### src/rtl/shiftadd_pkg.sv
package shiftadd_pkg;

    typedef enum logic [2:0] {
        ST_IDLE,
        ST_INIT,
        ST_TEST,
        ST_ADD,
        ST_SHIFT
    } sa_state_e;

    typedef struct packed {
        logic load;
        logic add;
        logic shift;
    } sa_ctrl_t;

    function automatic int unsigned cnt_width(input int unsigned n);
        return $clog2(n + 1);
    endfunction

endpackage

### src/rtl/shiftadd_ctrl.sv
module shiftadd_ctrl
    import shiftadd_pkg::*;
#(
    parameter int unsigned N  = 8,
    localparam int unsigned CW = cnt_width(N)
) (
    input  logic          clk,
    input  logic          rst,
    input  logic          start,
    input  logic          q_lsb,
    output sa_ctrl_t      ctl,
    output sa_state_e     state,
    output logic [CW-1:0] cnt,
    output logic          done
);

    localparam logic [CW-1:0] LAST = CW'(N - 1);

    sa_state_e state_nx;
    logic      last_iter;

    assign last_iter = (cnt == LAST);

    always_comb begin
        state_nx = state;
        unique case (state)
            ST_IDLE:  if (start) state_nx = ST_INIT;
            ST_INIT:  state_nx = ST_TEST;
            ST_TEST:  state_nx = q_lsb ? ST_ADD : ST_SHIFT;
            ST_ADD:   state_nx = ST_SHIFT;
            ST_SHIFT: state_nx = last_iter ? ST_IDLE : ST_TEST;
            default:  state_nx = ST_IDLE;
        endcase
    end

    always_ff @(posedge clk) begin
        if (rst) begin
            state <= ST_IDLE;
            cnt   <= '0;
        end else begin
            state <= state_nx;
            if (state == ST_INIT)
                cnt <= '0;
            else if (state == ST_SHIFT)
                cnt <= cnt + 1'b1;
        end
    end

    always_comb begin
        ctl.load  = (state == ST_INIT);
        ctl.add   = (state == ST_ADD);
        ctl.shift = (state == ST_SHIFT);
    end

    assign done = (state == ST_IDLE);

endmodule

### src/rtl/shiftadd_dp.sv
module shiftadd_dp
    import shiftadd_pkg::*;
#(
    parameter int unsigned N = 8
) (
    input  logic           clk,
    input  logic           rst,
    input  sa_ctrl_t       ctl,
    input  logic [N-1:0]   mcand_in,
    input  logic [N-1:0]   mplier_in,
    output logic           q_lsb,
    output logic [2*N-1:0] product
);

    logic [N-1:0] m_reg;
    logic [N-1:0] acc;
    logic [N-1:0] q_reg;
    logic         carry;
    logic [N:0]   sum;

    assign sum = {1'b0, acc} + {1'b0, m_reg};

    always_ff @(posedge clk) begin
        if (rst) begin
            m_reg <= '0;
            acc   <= '0;
            q_reg <= '0;
            carry <= 1'b0;
        end else if (ctl.load) begin
            m_reg <= mcand_in;
            q_reg <= mplier_in;
            acc   <= '0;
            carry <= 1'b0;
        end else if (ctl.add) begin
            {carry, acc} <= sum;
        end else if (ctl.shift) begin
            {carry, acc, q_reg} <= {1'b0, carry, acc, q_reg[N-1:1]};
        end
    end

    assign q_lsb   = q_reg[0];
    assign product = {acc, q_reg};

endmodule

### src/rtl/shiftadd_mul.sv
module shiftadd_mul
    import shiftadd_pkg::*;
#(
    parameter int unsigned N  = 8,
    localparam int unsigned CW = cnt_width(N)
) (
    input  logic           clk,
    input  logic           rst,
    input  logic           start,
    input  logic [N-1:0]   mcand_in,
    input  logic [N-1:0]   mplier_in,
    output logic [2*N-1:0] product,
    output logic           done
);

    sa_ctrl_t      ctl;
    sa_state_e     state;
    logic [CW-1:0] cnt;
    logic          q_lsb;

    shiftadd_ctrl #(.N(N)) u_ctrl (
        .clk   (clk),
        .rst   (rst),
        .start (start),
        .q_lsb (q_lsb),
        .ctl   (ctl),
        .state (state),
        .cnt   (cnt),
        .done  (done)
    );

    shiftadd_dp #(.N(N)) u_dp (
        .clk       (clk),
        .rst       (rst),
        .ctl       (ctl),
        .mcand_in  (mcand_in),
        .mplier_in (mplier_in),
        .q_lsb     (q_lsb),
        .product   (product)
    );

endmodule

### config.mk
export PLATFORM = sky130hd
export DESIGN_NAME = shiftadd_mul
export DESIGN_NICKNAME = d
export VERILOG_FILES = /design/src/rtl/shiftadd_pkg.sv /design/src/rtl/shiftadd_ctrl.sv /design/src/rtl/shiftadd_dp.sv /design/src/rtl/shiftadd_mul.sv
export SDC_FILE = /design/constraint.sdc
export NUM_CORES = 1
export LEC_CHECK = 0
export BUFFER_PORTS_ARGS = -buffer_cell sky130_fd_sc_hd__buf_2
export CORE_MARGIN = 8
export CORE_UTILIZATION = 50
export CTS_BUF_LIST = sky130_fd_sc_hd__clkbuf_4
export CTS_CLUSTER_SIZE = 14
export DETAILED_ROUTE_END_ITERATION = 7
export PLACE_DENSITY = 0.8
export RECOVER_POWER = 25
export SYNTH_ARGS = -nofsm -noshare
export SYNTH_HDL_FRONTEND = slang
export SYNTH_HIERARCHICAL = 1
export SYNTH_SLANG_ARGS = --single-unit
### constraint.sdc
create_clock -name clk -period 1.7 [get_ports clk]
set_input_delay 0.34 -clock clk [delete_from_list [all_inputs] [get_ports clk]]
set_output_delay 0.34 -clock clk [all_outputs]
set_load 0.005 [all_outputs]
==> results.json <==
{
  "status": "finished clean",
  "io_buffers": 35,
  "synth.area.top_cells": "dfxtp_1, mux2i_1, nor2_1, ha_1, a21oi_1",
  "clk_latency_ns": 0.33,
  "path_cells": "ha_1, a21oi_1, inv_1, a31o_1, a2111oi_4, a211oi_2",
  "cts-buffers-inserted": 5,
  "synth_top_area_frac": 0.365,
  "critPathSlowestCell": "a2111oi_4",
  "final_cell_area_sq_mm": 0.00230,
  "ys_ff_latch": 32,
  "viasPerCell": 5.29,
  "synthArstFlopShare": 0,
  "synth.most_common_cell": "nor2_1",
  "first_global_vias": 1622,
  "period_share": 0.997,
  "rows": 21,
  "vias": 1607,
  "gp_congestion": 0.878,
  "dr.pass1.iters": 4,
  "dpl_cell_area_sq_mm": 0.00212,
  "antenna_found_initial": 0,
  "pin_count": 36,
  "gr-total-overflow": 0,
  "synth_flop_cell": "dfxtp_1",
  "ys_seq_area_frac": 0.365,
  "synth_compound_area_frac": 0.165,
  "start_kind": "flop",
  "drt_wl_total_um": 4420,
  "setup_viol": 0,
  "cts_root_buf": "clkbuf_4",
  "netlist_top_cells_count": "nor2_1, dfxtp_1, mux2i_1",
  "drive_gt1_frac": 0.368,
  "yosysWarnings": 6,
  "cp.required_ns": 1.92,
  "clockBufferDepth": 2,
  "die_x_um": 75.3,
  "cp_data_arrival_time_ns": 1.91,
  "endpoint_kind": "flop",
  "hold_slack_ns": 0.239,
  "post-route-util": 0.685,
  "area_growth_pct": 31.2,
  "grt_pass1_wl_um": 7030,
  "start_util": 0.522,
  "cts.sinks": 32,
  "final_nets": 286,
  "yosys.area_share.adder": 0.0755,
  "drtIter0Drc": 84,
  "track_usage": 0.159,
  "synth-xor-area-share": 0.0249,
  "fin_skew_ns": 0.00613,
  "max_freq_mhz": 590,
  "hold_viol": 0,
  "diodes": 0,
  "wl_per_cell_um": 14.5,
  "num-fill-cells": 271,
  "grt_max_degree": 21,
  "synth_area_leader_cell": "dfxtp_1",
  "relSlewSlack": 0.758,
  "avgSynthCellArea_sq_um": 8.83,
  "synth.net_count": 228,
  "syn-instance-count": 199,
  "tightest_slew_ns": 0.358,
  "yosysUniqueCellTypes": 42,
  "power_mw": 1.47,
  "clk_pin_slew_ns": 0.10,
  "powerDensity_mw_per_mm2": 639,
  "power.leakage_nw": 0.974,
  "htree_levels": 2,
  "critPathMaxStageDelay_ns": 0.36,
  "ant_nets": 0,
  "die_area_sq_mm": 0.00567,
  "synth_simple_gate_area_frac": 0.176,
  "synth_top_family_by_area": "simple AND/OR/NAND/NOR gates",
  "core_sq_mm": 0.00336,
  "rsz0062_at_grt": "true",
  "cts_hold_buf": 0,
  "hp-class": "input pin to flop",
  "place.detailed.hpwl_um": 3070,
  "drc_errors": 0,
  "peakVddDrop_mv": 0.460,
  "cts_tree": "built",
  "drv_slew": 0,
  "synth-edff-count": 0,
  "die_height_um": 75.3,
  "cap_violations": 0,
  "critical_path_class": "flop to flop",
  "netlist_area_sq_mm": 0.00176,
  "layout_min_cycle_time_ns": 1.69,
  "crit_fanout": 4,
  "muxShareOfSynthArea": 0.145
}
-- cell families (layout without fill, tap and decap cells) --
logic type,count (synthesis),count (layout)
mux,25,25
xor+xnor,5,5
compound gates,42,42
simple gates,65,65
flops,32,32
fa+ha+maj,10,10
buf+inv,20,79
-- report_power, final --
group	leakage, nW	switching, mW	internal (mW)
clock network	0.0338	0.258	0.191
registers	0.264	0.0213	0.775
logic	0.676	0.116	0.111
-- timing repair --
| action | CTS | global route |
|---|---|---|
| setup endpoints to repair | 4 | 14 |
| resized for setup | 4 | 22 |
| pin swaps | 6 | 10 |
| buffers inserted | 2 | 2 |
-- layout by cell type, fill, tap and decap left out, types with 2 or more instances in the layout --
cell | synthesis | layout
mux2_2 | 4 | 3
nor4_1 | 2 | 2
xnor2_1 | 4 | 4
o21ai_0 | 6 | 3
a211oi_2 | 2 | 3
dfxtp_2 | 0 | 7
dfxtp_1 | 32 | 24
nand2_1 | 8 | 8
or2_2 | 3 | 3
mux2i_1 | 21 | 21
ha_4 | 0 | 4
a31oi_1 | 2 | 2
o21ai_1 | 1 | 4
nor2_1 | 34 | 34
and3_1 | 2 | 2
inv_1 | 7 | 7
nor2b_1 | 3 | 2
a21oi_1 | 19 | 18
ha_1 | 9 | 5
buf_4 | 1 | 26
clkbuf_1 | 7 | 7
nor3_1 | 4 | 4
buf_2 | 4 | 28
a21o_1 | 2 | 2
clkbuf_4 | 0 | 7
-- per-stage QoR --
| stage | worst slack [ns] | TNS, ns | instances |
|---|---|---|---|
| finish | 0.00520 | 0 | 304 |
| global route | -0.0749 | -0.495 | 304 |
| CTS | 0.00506 | 0 | 302 |
| detailed placement | -0.0304 | -0.0326 | 292 |
| global placement | -0.00543 | -0.00543 | 292 |
| floorplan | -0.000556 | -0.00113 | 199 |
-- final timing paths --
check,startpoint,end,slack (ns),depth (start not counted)
worst max-delay path,u_dp/acc[4],u_dp/acc[7],0.005,6
worst min-delay path,mplier_in[4],u_dp/q_reg[4],0.24,3
worst max register to register,u_dp/acc[4],u_dp/acc[7],0.005,6
worst min register to register,u_ctrl/cnt[1],u_ctrl/cnt[1],0.50,2
-- per-layer routing --
metal	share of wire	global-route usage	vias up
met5	0	0	-
met3	0.040	0.0386	7
met2	0.49	0.260	41
met1	0.45	0.188	744
li1	-	-	815
met4	0.021	0.0789	0
-- area by class of cell --
cell class                      instances  area [sq um]  share of cell area
Clock buffer                            7          52.6              0.0228
Clock inverter                          1          3.75             0.00163
Inverter                                8          35.0              0.0152
Multi-Input combinational cell        147          1110               0.484
Sequential cell                        32           653               0.283
Tap cell                               46          57.6              0.0250
Timing Repair Buffer                   63           388               0.168
-- worst max-delay path, delay by kind of cell, from the launching register on --
kind                     cells  cell delay, ns
AO/OA/AOI/OAI                4            0.86
flip-flops                   1            0.35
adder cells (fa/ha/maj)      1            0.25
buffers and inverters        1            0.11
(Power assumes the default switching activity.)
